**src/rtl/msif_pkg.sv**
```systemverilog
package msif_pkg;
  localparam int WORD_W = 64;

  typedef enum logic [2:0] {
    OP_READ  = 3'd0,
    OP_WRITE = 3'd1,
    OP_SET   = 3'd2,
    OP_CLEAR = 3'd3,
    OP_RDCLR = 3'd4
  } csr_op_e;

  // New value of a register word under one data-port operation.
  function automatic logic [WORD_W-1:0] apply_op(input logic [2:0] op,
                                                 input logic [WORD_W-1:0] cur,
                                                 input logic [WORD_W-1:0] wd);
    logic [WORD_W-1:0] r;
    case (op)
      OP_WRITE:          r = wd;
      OP_SET:            r = cur | wd;
      OP_CLEAR, OP_RDCLR: r = cur & ~wd;
      default:           r = cur;
    endcase
    return r;
  endfunction
endpackage

```
**src/rtl/msif_lowest.sv**
```systemverilog
module msif_lowest #(
  parameter int NBITS = 64,
  parameter int ID_W  = 6
) (
  input  logic [NBITS-1:0] vec,
  output logic [ID_W-1:0]  id,
  output logic             found
);
  always_comb begin
    id = '0;
    for (int i = NBITS - 1; i >= 0; i--) begin
      if (vec[i]) id = ID_W'(i);
    end
  end

  assign found = (id != '0);
endmodule

```
**src/rtl/msif_bitfile.sv**
```systemverilog
module msif_bitfile
  import msif_pkg::*;
#(
  parameter int NW   = 1,
  parameter int WI_W = 1
) (
  input  logic                 clk,
  input  logic                 rst,
  input  logic                 acc_en,
  input  logic [WI_W-1:0]      acc_word,
  input  logic [2:0]           acc_op,
  input  logic [WORD_W-1:0]    acc_wdata,
  input  logic [NW*WORD_W-1:0] ev_set,
  input  logic [NW*WORD_W-1:0] ev_clr,
  output logic [NW*WORD_W-1:0] bits_o
);
  localparam int NBITS = NW * WORD_W;

  logic [NBITS-1:0] bits_q;
  logic [NW-1:0][WORD_W-1:0] nxt_w;
  logic [NBITS-1:0] nxt_flat;

  generate
    for (genvar w = 0; w < NW; w++) begin : g_word
      logic              hit;
      logic [WORD_W-1:0] upd;
      assign hit = acc_en && (acc_word == WI_W'(w));
      assign upd = hit ? apply_op(acc_op, bits_q[w*WORD_W +: WORD_W], acc_wdata)
                       : bits_q[w*WORD_W +: WORD_W];
      // Clears apply first, message sets last, so a set always wins.
      assign nxt_w[w] = (upd & ~ev_clr[w*WORD_W +: WORD_W]) | ev_set[w*WORD_W +: WORD_W];
    end
  endgenerate

  // Bit 0 stands for identity 0, which has no storage.
  assign nxt_flat = nxt_w & ~NBITS'(1);

  always_ff @(posedge clk) begin
    if (rst) bits_q <= '0;
    else     bits_q <= nxt_flat;
  end

  assign bits_o = bits_q;
endmodule

```
**src/rtl/msif_regport.sv**
```systemverilog
module msif_regport
  import msif_pkg::*;
#(
  parameter int NW        = 1,
  parameter int WI_W      = 1,
  parameter int ID_W      = 6,
  parameter int SEL_W     = 8,
  parameter int PEND_BASE = 128,
  parameter int EN_BASE   = 192,
  parameter int DELIV_SEL = 112,
  parameter int THR_SEL   = 114
) (
  input  logic                 clk,
  input  logic                 rst,
  input  logic                 sel_we,
  input  logic [SEL_W-1:0]     sel_wdata,
  input  logic                 req,
  input  logic [2:0]           op,
  input  logic [WORD_W-1:0]    wdata,
  input  logic [NW*WORD_W-1:0] pend_bits,
  input  logic [NW*WORD_W-1:0] en_bits,
  output logic                 pend_acc,
  output logic                 en_acc,
  output logic [WI_W-1:0]      acc_word,
  output logic [WORD_W-1:0]    rdata,
  output logic                 deliv,
  output logic [ID_W-1:0]      thr
);
  logic [SEL_W-1:0]  sel_q;
  logic [WORD_W-1:0] rdata_q;
  logic              deliv_q;
  logic [ID_W-1:0]   thr_q;

  logic [31:0] off_p, off_e;
  logic        pend_in, en_in, deliv_hit, thr_hit;
  logic [NW-1:0][WORD_W-1:0] pend_w, en_w;
  logic [WORD_W-1:0] rd_val;
  logic              deliv_nxt;
  logic [ID_W-1:0]   thr_nxt;

  // Word decode: an underflowed offset is huge and fails the range test.
  assign off_p   = 32'(sel_q) - 32'(PEND_BASE);
  assign off_e   = 32'(sel_q) - 32'(EN_BASE);
  assign pend_in = (off_p < 32'(2 * NW)) && !off_p[0];
  assign en_in   = (off_e < 32'(2 * NW)) && !off_e[0];
  assign deliv_hit = (32'(sel_q) == 32'(DELIV_SEL));
  assign thr_hit   = (32'(sel_q) == 32'(THR_SEL));
  assign acc_word  = pend_in ? off_p[WI_W:1] : off_e[WI_W:1];

  assign pend_acc = req && pend_in;
  assign en_acc   = req && en_in;

  assign pend_w = pend_bits;
  assign en_w   = en_bits;

  always_comb begin
    if (pend_in)        rd_val = pend_w[acc_word];
    else if (en_in)     rd_val = en_w[acc_word];
    else if (deliv_hit) rd_val = {{(WORD_W-1){1'b0}}, deliv_q};
    else if (thr_hit)   rd_val = WORD_W'(thr_q);
    else                rd_val = '0;
  end

  always_comb begin
    case (op)
      OP_WRITE:           deliv_nxt = wdata[0];
      OP_SET:             deliv_nxt = deliv_q | wdata[0];
      OP_CLEAR, OP_RDCLR: deliv_nxt = deliv_q & ~wdata[0];
      default:            deliv_nxt = deliv_q;
    endcase
  end

  always_comb begin
    case (op)
      OP_WRITE:           thr_nxt = wdata[ID_W-1:0];
      OP_SET:             thr_nxt = thr_q | wdata[ID_W-1:0];
      OP_CLEAR, OP_RDCLR: thr_nxt = thr_q & ~wdata[ID_W-1:0];
      default:            thr_nxt = thr_q;
    endcase
  end

  always_ff @(posedge clk) begin
    if (rst) begin
      sel_q   <= '0;
      rdata_q <= '0;
      deliv_q <= 1'b0;
      thr_q   <= '0;
    end else begin
      if (sel_we) sel_q <= sel_wdata;
      if (req) begin
        rdata_q <= rd_val;
        if (deliv_hit) deliv_q <= deliv_nxt;
        if (thr_hit)   thr_q   <= thr_nxt;
      end
    end
  end

  assign rdata = rdata_q;
  assign deliv = deliv_q;
  assign thr   = thr_q;

  // the control registers only move under a request that selects them
  a_r7_ctrl_guarded: assert property (@(posedge clk) disable iff (rst)
    !(req && (deliv_hit || thr_hit)) |=> $stable(deliv_q) && $stable(thr_q));
endmodule

```
**src/rtl/msi_intr_file.sv**
```systemverilog
module msi_intr_file
  import msif_pkg::*;
#(
  parameter int NUM_IDS   = 63,
  parameter int SEL_W     = 8,
  parameter int PEND_BASE = 128,
  parameter int EN_BASE   = 192,
  parameter int DELIV_SEL = 112,
  parameter int THR_SEL   = 114
) (
  input  logic                             clk,
  input  logic                             rst,
  input  logic                             msi_we,
  input  logic [31:0]                      msi_data,
  input  logic                             sel_we,
  input  logic [SEL_W-1:0]                 sel_wdata,
  input  logic                             csr_req,
  input  logic [2:0]                       csr_op,
  input  logic [63:0]                      csr_wdata,
  output logic [63:0]                      csr_rdata,
  input  logic                             claim_req,
  output logic [$clog2(NUM_IDS+1)-1:0]     claim_id,
  output logic [$clog2(NUM_IDS+1)-1:0]     top_id,
  output logic                             irq
);
  localparam int NW    = (NUM_IDS + 1) / WORD_W;
  localparam int NBITS = NW * WORD_W;
  localparam int ID_W  = $clog2(NBITS);
  localparam int WI_W  = (NW > 1) ? $clog2(NW) : 1;

  logic [NBITS-1:0] pend_bits, en_bits, msi_set, claim_clr, ready;
  logic             pend_acc, en_acc;
  logic [WI_W-1:0]  acc_word;
  logic             deliv;
  logic [ID_W-1:0]  thr;
  logic [ID_W-1:0]  cur_top;
  logic             cur_found;
  logic             msi_ok;

  logic [ID_W-1:0]  top_q, claim_q;
  logic             irq_q;

  msif_regport #(
    .NW(NW), .WI_W(WI_W), .ID_W(ID_W), .SEL_W(SEL_W),
    .PEND_BASE(PEND_BASE), .EN_BASE(EN_BASE),
    .DELIV_SEL(DELIV_SEL), .THR_SEL(THR_SEL)
  ) u_port (
    .clk(clk), .rst(rst),
    .sel_we(sel_we), .sel_wdata(sel_wdata),
    .req(csr_req), .op(csr_op), .wdata(csr_wdata),
    .pend_bits(pend_bits), .en_bits(en_bits),
    .pend_acc(pend_acc), .en_acc(en_acc), .acc_word(acc_word),
    .rdata(csr_rdata), .deliv(deliv), .thr(thr)
  );

  assign msi_ok  = msi_we && (msi_data >= 32'd1) && (msi_data <= 32'(NUM_IDS));
  assign msi_set = msi_ok ? (NBITS'(1) << msi_data[ID_W-1:0]) : '0;

  msif_bitfile #(.NW(NW), .WI_W(WI_W)) u_pend (
    .clk(clk), .rst(rst),
    .acc_en(pend_acc), .acc_word(acc_word), .acc_op(csr_op), .acc_wdata(csr_wdata),
    .ev_set(msi_set), .ev_clr(claim_clr), .bits_o(pend_bits)
  );

  msif_bitfile #(.NW(NW), .WI_W(WI_W)) u_en (
    .clk(clk), .rst(rst),
    .acc_en(en_acc), .acc_word(acc_word), .acc_op(csr_op), .acc_wdata(csr_wdata),
    .ev_set('0), .ev_clr('0), .bits_o(en_bits)
  );

  assign ready = pend_bits & en_bits;

  msif_lowest #(.NBITS(NBITS), .ID_W(ID_W)) u_pick (
    .vec(ready), .id(cur_top), .found(cur_found)
  );

  assign claim_clr = (claim_req && cur_found) ? (NBITS'(1) << cur_top) : '0;

  always_ff @(posedge clk) begin
    if (rst) begin
      top_q   <= '0;
      claim_q <= '0;
      irq_q   <= 1'b0;
    end else begin
      top_q <= cur_top;
      irq_q <= deliv && cur_found && ((thr == '0) || (cur_top < thr));
      if (claim_req) claim_q <= cur_top;
    end
  end

  assign top_id   = top_q;
  assign claim_id = claim_q;
  assign irq      = irq_q;

  // an in-range message lands in the pending word
  a_r5_msi_sets: assert property (@(posedge clk) disable iff (rst)
    msi_ok |=> pend_bits[$past(msi_data[ID_W-1:0])]);

  // an out-of-range message alone leaves pending state untouched
  a_r5_out_of_range_ignored: assert property (@(posedge clk) disable iff (rst)
    (msi_we && !msi_ok && !csr_req && !claim_req) |=> $stable(pend_bits));

  // a reported top identity was pending and enabled in the prior cycle
  a_r8_top_qualifies: assert property (@(posedge clk) disable iff (rst)
    (top_q != '0) |-> ((($past(ready) >> top_q) & NBITS'(1)) != '0));

  // no request while delivery was off
  a_r9_needs_delivery: assert property (@(posedge clk) disable iff (rst)
    irq_q |-> $past(deliv));

  // a nonzero threshold lets only smaller identities through
  a_r9_threshold: assert property (@(posedge clk) disable iff (rst)
    (irq_q && ($past(thr) != '0)) |-> (top_q < $past(thr)));

  // a claimed identity is cleared unless a same-cycle write put it back
  a_r10_claim_clears: assert property (@(posedge clk) disable iff (rst)
    claim_req |=> ((claim_q == '0) || !pend_bits[claim_q] ||
                   $past(msi_we) || $past(csr_req)));
endmodule

```
**config.mk**
```make
export PLATFORM = sky130hd
export DESIGN_NAME = msi_intr_file
export DESIGN_NICKNAME = d
export VERILOG_FILES = /design/src/rtl/msif_pkg.sv /design/src/rtl/msif_lowest.sv /design/src/rtl/msif_bitfile.sv /design/src/rtl/msif_regport.sv /design/src/rtl/msi_intr_file.sv
export SDC_FILE = /design/constraint.sdc
export NUM_CORES = 1
export LEC_CHECK = 0
export ABC_AREA = 0
export BUFFER_PORTS_ARGS = -buffer_cell sky130_fd_sc_hd__buf_2
export CAP_MARGIN = 20
export CORE_MARGIN = 2
export CORE_UTILIZATION = 55
export DETAILED_ROUTE_END_ITERATION = 8
export GPL_TIMING_DRIVEN = 0
export PLACE_DENSITY = 0.77
export SLEW_MARGIN = 25
export SYNTH_ARGS = -nofsm -noshare
export SYNTH_HDL_FRONTEND = slang
export SYNTH_SLANG_ARGS = --single-unit
```
**constraint.sdc**
```tcl
create_clock -name clk -period 5.5 [get_ports clk]
set_input_delay 0.275 -clock clk [delete_from_list [all_inputs] [get_ports clk]]
set_output_delay 0.275 -clock clk [all_outputs]
set_load 0.05 [all_outputs]
```
# Word-level counts from Yosys, hierarchy flattened
# Index checks and enable logic that the tools add are counted.
[word_totals]
regBits = 220
latchBits = 0
mem_bits_rw = 0
mem_bits_ro = 0
out_inout_bits = 77
wordCells = 142
mem_count = 0
[op_classes]
addsub = 2
multipliers = 0
div = 0
n_lt_le_gt_ge = 6
n_eq_ne = 6
n_shift = 2
n_mux = 78
n_bitwise = 16
n_reduce_logical = 21
[op_table]
columns = ["cell", "count"]
rows = [
  ["2-to-1 mux 64 bit", 8],
  ["2-to-1 mux 6 bit", 65],
  ["case mux 64 bit (3 select lines)", 2],
  ["bitwise AND 64 bit", 4],
  ["bitwise OR 64 bit", 3],
  ["NOT 64 bit", 2],
  ["<< shifter 1 x 6 -> 64 bit, first input constant", 2],
  ["less-than comparator 32 x 2 -> 1 bit, second input constant", 2],
  ["greater-or-equal comparator 32 x 1 -> 1 bit, second input constant", 1],
  ["<= comparator 32 x 6 -> 1 bit, second input constant", 1],
  ["case mux 6 bit (3 select lines)", 1],
  ["subtractor 8 x 8 -> 9 bit, second input constant", 2],
  ["== test 8 x 7 -> 1 bit, second input constant", 2],
  ["logical AND 1 bit", 11],
  ["bitwise AND 6 bit", 1],
  ["== test 3 x 2 -> 1 bit, second input constant", 2],
  ["logical NOT 6 bit", 1],
  ["less-than comparator 6 bit", 1],
  ["NOT 6 bit", 1],
  ["bitwise OR 6 bit", 1],
  ["AND reduction 3 bit", 2],
  ["nonzero test 6 bit", 1],
  ["== test 3 x 1 -> 1 bit, second input constant", 1],
  ["== test 3 bit, second input constant", 1],
  ["11 further kinds", 13],
]

# Depth between registers and ports, before layout
# Gate-level depths: netlist of run 1.
[logic_depth]
depth_word = 71
mapped_depth = 15

# Cells and area by module
# A second synthesis of run 1 with hierarchy kept.
[hier_totals]
hier_cells = 2002
area_unflattened_um2 = 15118.2
[modules_own_cells]
columns = ["mod", "instances", "cells_each", "area_per_inst_um2"]
rows = [
  ["msif_bitfile", 2, 575, 4480.5],
  ["msif_regport", 1, 370, 3228.1],
  ["msi_intr_file", 1, 333, 1968.1],
  ["msif_lowest", 1, 149, 960.9],
]

# Worst setup path before layout of run 1
# OpenSTA, ideal clock, no wires.
[synth_timing]
kind = "reg2reg"
start = "register u_pend.bits_q[52] (netlist: u_pend.bits_o[52])"
end = "register irq_q (netlist: irq)"
setup_ns = 0.091
t_arrival_ns = 3.242
slack_ns = 2.167
stages_incl_launch_ff = 15
path_cell_list = "dfxtp_1 -> a22o_1 -> nor4_1 -> a211oi_1 -> o31ai_1 -> nand3_1 -> inv_1 -> buf_2 -> ha_1 -> a21o_1 -> a21o_1 -> a21oi_1 -> a31oi_1 -> or4b_2 -> a311oi_1"
[synth_between]
elab_chain_len = 57
[synth_rtl]
columns = ["item", "line", "rtl"]
rows = [
  ["start: declaration", "msif_bitfile.sv:19", "logic [NBITS-1:0] bits_q;"],
  ["start signal: assignment", "msif_bitfile.sv:40", "else bits_q <= nxt_flat;"],
  ["bitwise AND 64 bit (*)", "msi_intr_file.sv:71", "assign ready = pend_bits & en_bits;"],
  ["2-to-1 mux 6 bit (*) (53 in a row)", "msif_lowest.sv:12", "if (vec[i]) id = ID_W'(i);"],
  ["named net cur_top[3]", "msi_intr_file.sv:36", "logic [ID_W-1:0] cur_top;"],
  ["less-than comparator 6 bit or nonzero test 6 bit (tied branches)", "msi_intr_file.sv:86, msif_lowest.sv:16", ""],
  ["logical OR 1 bit or logical AND 1 bit (tied branches)", "msi_intr_file.sv:86", "irq_q <= deliv && cur_found && ((thr == '0) || (cur_top < thr));"],
  ["logical AND 1 bit (*)", "msi_intr_file.sv:86", ""],
  ["end signal: assignment", "msi_intr_file.sv:86", ""],
  ["end: declaration", "msi_intr_file.sv:41", "logic irq_q;"],
]
# Mark *: on every way through the listed nets, which the timed path passes. The rest lies on a longest branch.
# A chain may end at the register's enable or synchronous reset.

# Worst setup path in the final report of run 1
[layout_timing]
start = "register u_pend.bits_q[22] (netlist: u_pend.bits_o[22])"
end = "register irq_q (netlist: irq)"
[layout_between]
elab_chain_len = 27
[layout_rtl]
columns = ["item", "line"]
rows = [
  ["bitwise AND 64 bit (*)", "msi_intr_file.sv:71"],
  ["2-to-1 mux 6 bit (*) (23 in a row)", "msif_lowest.sv:12"],
  ["named net cur_top[3]", "msi_intr_file.sv:36"],
  ["less-than comparator 6 bit or nonzero test 6 bit (tied branches)", "msi_intr_file.sv:86, msif_lowest.sv:16"],
  ["logical OR 1 bit or logical AND 1 bit (tied branches)", "msi_intr_file.sv:86"],
  ["logical AND 1 bit (*)", "msi_intr_file.sv:86"],
]
# Marked as above.

==> summary.txt, run 1 <==
Run status
  • Status: completed

Synth
  • Post-Syn Nets: 1,972
  • Commonest cells post-synth: 268 x nor2_1, 245 x a21oi_1, 218 x dfxtp_1
  • Synth Instances: 1,855
  • Mapped Area: 13,600 µm²
  • Top-count cell post-synth: nor2_1
  • EDFF count, synth: 0
  • Share of Yosys cell area claimed by the top area cell type: 32.2%
  • Synth area leader: dfxtp_1
  • Ys Warns: 0
  • FF+latch count, synth: 218
  • Sequential share of the synthesized area: 32.2%
  • Synth top area cells: dfxtp_1 32%, a21oi_1 9.0%, nor2_1 7.4%, mux2i_1 5.1%, mux2_2 4.9%
  • Post-synth top flop: dfxtp_1
  • Ys async rst share: 0%
  • Mean post-synth cell area: 7.31 µm²
  • Post-synthesis cell type count: 62

GRT
  • First-pass GRT wire length: 85,000 µm
  • Initial antenna violation count: 1
  • Grt ovf: 0
  • Total global-route track usage: 42.2%
  • Largest net degree at the start of global routing: 14
  • Vias in the first global route: 14,500

Drt
  • Vias post-DR: 15,800
  • Routed vias/inst: 6.55
  • Initial DRC Count: 1,807
  • DRC viols: 0
  • Avg WL per Cell: 23.5 µm
  • Post-DRT Antenna Nets: 0
  • Detailed Route WL: 56,900 µm
  • 1st-pass router iterations: 6

Timing
  • Setup ws final: 0.934 ns
  • Rel. slew slack: 26.0%
  • Fin Clk Skew: 0.0150 ns
  • Post-route setup TNS: 0 ns
  • Worst slew pin tran: 1.11 ns
  • Fmax: 219 MHz
  • Final Hold Vio Count: 0
  • Final setup violating endpoints: 0
  • RSZ-0062 raised after global routing: false
  • Slew Limit Fails: 0
  • Hold WS: 0.0852 ns
  • Min cycle time layout: 4.57 ns
  • Final period util: 83.0%

Placement
  • Pre-CTS setup slack: 1.16 ns
  • Port Buf Inserts: 178
  • HPWL after DPL: 41,300 µm
  • Placed insts: 2,358
  • Final GP Congestion: 1.03

Clocking
  • Root buffer cell: clkbuf_16
  • Post-cts gate resize count: 0
  • Max Root-Sink Buffers: 3
  • Clk_lat worst skew: 0.55 ns
  • CTS tree: done
  • Inserted Clock Buffers: 26
  • CTS clk-pin slew, worst paths: 0.07 ns
  • H-tree level count: 1
  • Clk sinks: 218

Critical path
  • Crit path required time: 5.94 ns
  • Most frequent CP cell: a21o_1
  • Crit path capture type: register
  • Element type at the critical path start: register
  • Arr. time, crit path: 5.01 ns
  • CP peak stage delay: 0.67 ns
  • Top Family by Delay on Critical Path: compound AO/OA/AOI/OAI gates
  • Crit path kind: reg -> reg
  • Worst path slowest cell: o31ai_1
  • Critical path, cell by cell: a22oi_1 > nand4_1 > o31ai_1 > nand3_1 > inv_1 > buf_2 > ha_1 > a21o_1 > a21o_1 > a21oi_1 > a31oi_1 > or4b_2 > a311oi_1
  • CP Max Fanout: 10
  • WP buf/inv: 2

Finish
  • # nets final: 2,187
  • Post-layout util: 65.5%
  • Layout cells sized above 1: 14.6%
  • Final non-filler cell total: 2,416
  • P&R area growth vs syn: 17.1%

Die
  • # rows: 57
  • Die Ht: 161 µm
  • Io pins: 190
  • Die Area: 25,900 µm²
  • Die Width: 161 µm
  • Initial core utilization: 55.9%
  • Core area: 24,200 µm²

Hold path
  • Hold crit path type: in -> reg

Power
  • PD cells: 246 nW/µm²
  • Peak VDD IR: 0.251 mV
  • Pleak: 5.95 nW

Job
  • Maxcap violations: 0
final timing paths:
path / from / end / slack, ns / cells past startpoint
hold reg to reg: u_port.rdata[46] / u_port.rdata[46] / 0.46 / 2
setup / recovery: u_pend.bits_o[22] / irq / 0.93 / 13
hold / removal: csr_wdata[28] / u_en.bits_o[28] / 0.09 / 3
setup reg to reg: u_pend.bits_o[22] / irq / 0.93 / 13
cells in the final DEF (no fill, tap or decap), types with 7 or more instances in the layout:
cell type	netlist	final
mux2i_1	69	69
nand3_1	91	91
nand2_1	156	156
a211oi_1	25	25
a22o_1	39	39
clkinv_2	0	7
nor2_1	268	268
dlygate4sd3_1	0	8
buf_1	16	16
clkbuf_16	0	27
nor3_1	76	76
a21oi_1	245	245
buf_2	4	182
o21ai_0	73	73
and3_1	7	7
nor4_1	10	9
and2_1	10	10
o22ai_1	65	65
a22oi_1	35	35
inv_1	9	9
o211ai_1	43	43
a21o_1	7	7
nand4_1	11	11
or3_1	14	14
dfxtp_1	218	218
nand2b_1	71	71
clkbuf_1	132	131
mux2_2	59	59
nor2b_1	15	15
power breakdown:
group	internal (mW)	switching, mW	leakage, nW	total [mW]
clock	1.12	0.749	0.459	1.86
sequential	1.59	0.0125	1.76	1.60
combinational	0.148	0.299	3.73	0.447
cells by family (layout without fill, tap and decap cells):
family	Yosys count	count (layout)	share of synthesized area (%)
DFF	218	218	32.2
buffers and inverters	164	399	4.79
and+or+nand+nor	747	747	25.4
AOI/OAI and AO/OA	588	588	26.9
other	0	2	0
xor gates and xnor gates	6	6	0.387
adders and majority gates	4	4	0.369
muxes	128	128	9.99
tightest hold or removal path, cell delays in order:
cell and delay, ns:
buf_2 0.13, a21oi_1 0.12, nor3_1 0.06
layout make-up:
cell class              instances  area [µm²]
multi-input cells            1473        8560
clock inverters                14         159
plain buffers                 154         609
clock buffers                  34         762
flip-flops and latches        218        4360
diodes                          2        5.00
well taps                     324         405
fillers                      2205        8360
inverters                      10        42.5
repair buffers                187         978
metal layers:
metal / track usage (%) / vias up / share of wire, %
met4: 25.0 / 0 / 7.1
met1: 53.9 / 7346 / 39
li1: - / 7181 / -
met5: 0 / - / 0
met2: 66.6 / 1050 / 43
met3: 8.24 / 247 / 11
stage by stage:
step                power (mW)  instance area (µm²)
finish                    3.91                15900
global route              4.00                15900
CTS                       3.89                15900
detailed placement        2.06                14900
global placement          2.05                14900
floorplan                 1.88                13600
flip-flops by register name, indices dropped and copies added, names as in the netlist, 6 cells and up:
name,count
u_pend.bits_o,63
u_port.thr,6
top_id,6
u_port.rdata,64
u_port.sel_q,8
claim_id,6
u_en.bits_o,63
timing repair:
item / in CTS / in global routing
endpoints found under the hold margin: 8 / 0
hold buffers: 8 / 0
buffers inserted: 0 / 0
(Power assumes the default switching activity.)
==> inputs of run 2 (changes only) <==
==> constraint.sdc (replaced) <==
create_clock -name clk -period 4.4 [get_ports clk]
set_input_delay 0.22 -clock clk [delete_from_list [all_inputs] [get_ports clk]]
set_output_delay 0.22 -clock clk [all_outputs]
set_load 0.05 [all_outputs]
==> run 2 against run 1 <==
  * Flip-flop and latch count did not move
  * Die area did not move
  * Non-clock buffer count did not move
  * Combinational power rose by 25%
  * Highest routed layer unchanged
==> summary.txt, run 2 (synthesis results as in run 1) <==
Clocking
  • H-tree level count: 1
  • Max Root-Sink Buffers: 3
  • Root buffer cell: clkbuf_16
  • Clk_lat worst skew: 0.56 ns
  • Inserted Clock Buffers: 26
  • CTS clk-pin slew, worst paths: 0.07 ns
  • CTS tree: done
  • Clk sinks: 218
  • Setup Buffers After CTS: 0

Critical path
  • Element type at the critical path start: register
  • Crit path kind: reg -> reg
  • Arr. time, crit path: 4.68 ns
  • Most frequent CP cell: a21o_1
  • CP peak stage delay: 0.65 ns
  • Critical path, cell by cell: a22oi_1 > and4_1 > nor2_1 > o31ai_2 > nand3_1 > inv_1 > buf_2 > ha_1 > a21o_1 > a21o_1 > a21oi_1 > a31oi_1 > or4b_2 > a311oi_1
  • CP Max Fanout: 10
  • Worst path slowest cell: or4b_2
  • Crit path required time: 4.85 ns
  • Crit path capture type: register

Die
  • Initial core utilization: 55.9%
  • Io pins: 190
  • Core area: 24,200 µm²
  • # rows: 57
  • Die Width: 161 µm
  • Die Ht: 161 µm
  • Die Area: 25,900 µm²

Drt
  • Avg WL per Cell: 23.5 µm
  • 1st-pass router iterations: 6
  • Post-DRT Antenna Nets: 0
  • DRC viols: 0
  • Initial DRC Count: 1,849
  • Detailed Route WL: 56,700 µm
  • Routed vias/inst: 6.51
  • Vias post-DR: 15,700

Timing
  • RSZ-0062 raised after global routing: false
  • Fin Clk Skew: 0.0133 ns
  • Worst slew pin tran: 1.18 ns
  • Final Hold Vio Count: 0
  • Fmax: 236 MHz
  • Final setup violating endpoints: 0
  • Post-route setup TNS: 0 ns
  • Min cycle time layout: 4.23 ns
  • Rel. slew slack: 20.9%
  • Final period util: 96.1%
  • Hold WS: 0.0295 ns
  • Slew Limit Fails: 0

Finish
  • P&R area growth vs syn: 17.3%
  • Most common cell after layout, fill and taps aside: nor2_1
  • Fillers: 2,207
  • Final non-filler cell total: 2,415
  • # nets final: 2,187
  • Commonest cells after routing, fill and taps aside: 268 x nor2_1, 245 x a21oi_1, 218 x dfxtp_1, 182 x buf_2, 156 x nand2_1
  • Max reg flops: 64
  • Layout cells sized above 1: 14.8%

GRT
  • Total global-route track usage: 42.2%
  • Initial antenna violation count: 1
  • Vias in the first global route: 14,500
  • Grt ovf: 0
  • Largest net degree at the start of global routing: 14
  • First-pass GRT wire length: 85,000 µm

Placement
  • HPWL after DPL: 41,300 µm
  • Port Buf Inserts: 178
  • Placed insts: 2,358
  • Final GP Congestion: 1.03

Power
  • Pleak: 5.95 nW
  • Peak VDD IR: 0.314 mV
  • PD cells: 308 nW/µm²

Hold path
  • Hold crit path type: in -> reg

Job
  • Maxcap violations: 0

Run status
  • Status: completed
[run 2: cell types whose count changed in the layout (fill, tap and decap cells not counted), sizes merged]
cell / before / now
diode: 2 / 1
[run 2: area by class of cell]
type	count	area [µm²]	area share, %
Timing Repair Buffer	187	978	6.15
Antenna cell	1	2.50	0.0157
Multi-Input combinational cell	1473	8580	54.0
Buffer	154	609	3.83
Sequential cell	218	4360	27.4
Clock inverter	14	159	0.999
Inverter	10	42.5	0.267
Clock buffer	34	762	4.79
Tap cell	324	405	2.55
[run 2: metrics by stage]
step                worst slack (ns)  instance area [µm²]  power [mW]  utilization [%]
detailed placement            0.0561                14900        2.57             61.4
finish                         0.171                15900        4.89             65.6
global route                  0.0624                15900        4.99             65.6
floorplan                       1.07                13600        2.36                -
global placement            -0.00777                14900        2.56             61.3
CTS                           0.0112                15900        4.86             65.5
[run 2: worst paths after layout]
check / to / from / slack [ns] / cells after the start
worst max register to register: irq / u_pend.bits_o[33] / 0.17 / 14
worst min register to register: u_port.rdata[46] / u_port.rdata[46] / 0.46 / 2
worst max-delay path: irq / u_pend.bits_o[33] / 0.17 / 14
worst min-delay path: u_en.bits_o[28] / csr_wdata[28] / 0.03 / 3
[run 2: routing by layer]
| metal | global-route usage [%] | vias up | wire (µm) |
|---|---|---|---|
| met5 | 0 | - | 0 |
| met4 | 25.0 | 0 | 4130 |
| met3 | 8.24 | 234 | 5830 |
| met2 | 66.6 | 1014 | 24600 |
| met1 | 53.9 | 7286 | 22200 |
| li1 | - | 7177 | - |
[run 2: worst max-delay path, delay by kind of cell (launching register included)]
kind,cells,cell delay [ns]
buffers and inverters,2,0.56
AO/OA/AOI/OAI,7,1.61
AND/OR/NAND/NOR,4,1.31
adder cells (fa/ha/maj),1,0.31
flip-flops,1,0.33
[run 2: report_power, final]
group / switching [mW] / internal, mW
clock network: 0.935 / 1.39
registers: 0.0156 / 1.99
logic: 0.373 / 0.186
total: 1.32 / 3.57
[run 2: timing repair]
action | 4_1_cts | 5_1_grt
resized for setup | 0 | 4
hold buffers | 8 | 0
endpoints found under the setup margin | 0 | 1
hold endpoints to repair | 8 | 0
==> inputs of run 3 (changes only) <==
--- a/config.mk
+++ b/config.mk
@@ -13,7 +13,8 @@
 export DETAILED_ROUTE_END_ITERATION = 8
 export GPL_TIMING_DRIVEN = 0
 export PLACE_DENSITY = 0.77
-export SLEW_MARGIN = 25
+export REMOVE_ABC_BUFFERS = 1
+export SLEW_MARGIN = 20
 export SYNTH_ARGS = -nofsm -noshare
 export SYNTH_HDL_FRONTEND = slang
 export SYNTH_SLANG_ARGS = --single-unit
==> run 3 against run 2 <==
  * Cell count down 5.2%
  * Clock power down 14%
  * Setup slack better by 0.097 ns
  * Worst hold slack better by 0.014 ns
  * Critical path type unchanged
  * Cell area down 1.5%
  * Routed wire length down 18%
  * Highest routed layer unchanged
  * Maximum frequency up 2.4%
  * Sequential share of layout area up 0.45 points
==> summary.txt, run 3 (synthesis results as in run 1) <==
Die
  • Initial core utilization: 55.9%
  • Core area: 24,200 µm²
  • Die Ht: 161 µm
  • Io pins: 190
  • Die Width: 161 µm
  • Die Area: 25,900 µm²
  • # rows: 57

GRT
  • Grt ovf: 0
  • Initial antenna violation count: 6
  • First-pass GRT wire length: 73,700 µm
  • Vias in the first global route: 13,900
  • Largest net degree at the start of global routing: 92
  • Total global-route track usage: 34.6%

Timing
  • RSZ-0062 raised after global routing: false
  • Worst slew pin tran: 1.18 ns
  • Slew Limit Fails: 0
  • Final setup violating endpoints: 0
  • Rel. slew slack: 21.4%
  • Min cycle time layout: 4.13 ns
  • Fmax: 242 MHz
  • Final period util: 93.9%
  • Fin Clk Skew: 0.0172 ns
  • Post-route setup TNS: 0 ns
  • Setup ws final: 0.268 ns
  • Final Hold Vio Count: 0
  • Hold WS: 0.0435 ns

Drt
  • Avg WL per Cell: 20.3 µm
  • DRC viols: 0
  • Post-DRT Antenna Nets: 0
  • Routed vias/inst: 6.53
  • Detailed Route WL: 46,500 µm
  • 1st-pass router iterations: 6
  • Vias post-DR: 15,000
  • Initial DRC Count: 1,699

Finish
  • Final non-filler cell total: 2,289
  • P&R area growth vs syn: 15.5%
  • Max reg flops: 64
  • Commonest cells after routing, fill and taps aside: 267 x nor2_1, 244 x a21oi_1, 217 x dfxtp_1, 184 x buf_2, 156 x nand2_1
  • Layout cells sized above 1: 16.8%
  • Post-layout util: 64.6%
  • # nets final: 2,061
  • Most common cell after layout, fill and taps aside: nor2_1

Clocking
  • CTS clk-pin slew, worst paths: 0.06 ns
  • CTS tree: done
  • Max Root-Sink Buffers: 3
  • Root buffer cell: clkbuf_16
  • Clk_lat worst skew: 0.54 ns
  • Clk sinks: 218
  • H-tree level count: 1
  • Inserted Clock Buffers: 25

Critical path
  • Crit path kind: reg -> reg
  • CP Max Fanout: 12
  • Crit path required time: 4.80 ns
  • Element type at the critical path start: register
  • Arr. time, crit path: 4.54 ns
  • Crit path capture type: register

Placement
  • Placed insts: 2,232
  • Port Buf Inserts: 189
  • Final GP Congestion: 0.976
  • HPWL after DPL: 31,400 µm
  • Pre-CTS setup slack: -0.472 ns

Power
  • Switching share of power: 26.1%
  • Comb pwr share: 11.5%
  • PD cells: 290 nW/µm²
  • Cell internal pwr: 3.36 mW
  • Reg power frac: 44.2%
  • Peak VDD IR: 0.215 mV
  • Pleak: 5.89 nW
  • Switching Power: 1.19 mW
  • Clock power share: 44.3%

Run status
  • Status: completed

Job
  • Maxcap violations: 0

Hold path
  • Hold crit path type: in -> reg
## run 3: path summary, 6_finish.rpt
kind,slack (ns),depth (start not counted),start,endpoint
max,0.27,13,u_pend.bits_o[33],irq
min,0.04,3,csr_wdata[30],u_en.bits_o[30]
max reg2reg,0.27,13,u_pend.bits_o[33],irq
min reg2reg,0.46,2,u_port.rdata[23],u_port.rdata[23]
## run 3: power by group through the flow
stage	logic, mW	registers (mW)	clock network, mW
global placement	0.461	2.06	0
floorplan	0.222	2.06	0
global route	0.557	2.01	2.10
detailed placement	0.499	2.05	0
finish	0.521	2.01	2.01
CTS	0.508	2.01	2.02
## run 3: through the flow
stage / total power [mW] / cell area, µm²
global placement: 2.52 / 14300
global route: 4.67 / 15700
finish: 4.54 / 15700
detailed placement: 2.55 / 14800
CTS: 4.54 / 15600
floorplan: 2.28 / 13000
## run 3: worst max-delay path, cell delays in order (launching register included)
cell and delay, ns:
dfxtp_1 0.35, a22oi_1 0.44, and4_1 0.31, nor2_1 0.09
o31ai_2 0.39, nand3_2 0.41, clkinvlp_4 0.25, ha_1 0.26
a21o_1 0.18, a21o_1 0.17, a21oi_1 0.14, a31oi_1 0.06
or4b_2 0.64, a311oi_1 0.32
## run 3: final cells by class
cell class / count / area [µm²]
inverters: 10 / 46.3
repair buffers: 216 / 1400
fillers: 2141 / 8590
multi-input cells: 1473 / 8660
flip-flops and latches: 218 / 4370
well taps: 324 / 405
clock buffers: 42 / 769
diodes: 6 / 15.0
## run 3: metal layers
metal / track usage, % / wire length, µm / vias up
li1: - / - / 6950
met1: 45.8 / 18600 / 6919
met2: 55.9 / 21200 / 917
met3: 4.83 / 4530 / 164
met4: 16.5 / 2190 / 0
met5: 0 / 0 / -
## run 3: repair_timing
action                                 4_1_cts  5_1_grt
buffers inserted                             1        0
pin swaps                                    0        0
setup endpoints to repair                    1        1
gates cloned                                 0        0
endpoints found under the hold margin        8        0
hold buffers                                 8        0
gates resized for setup                      3        4
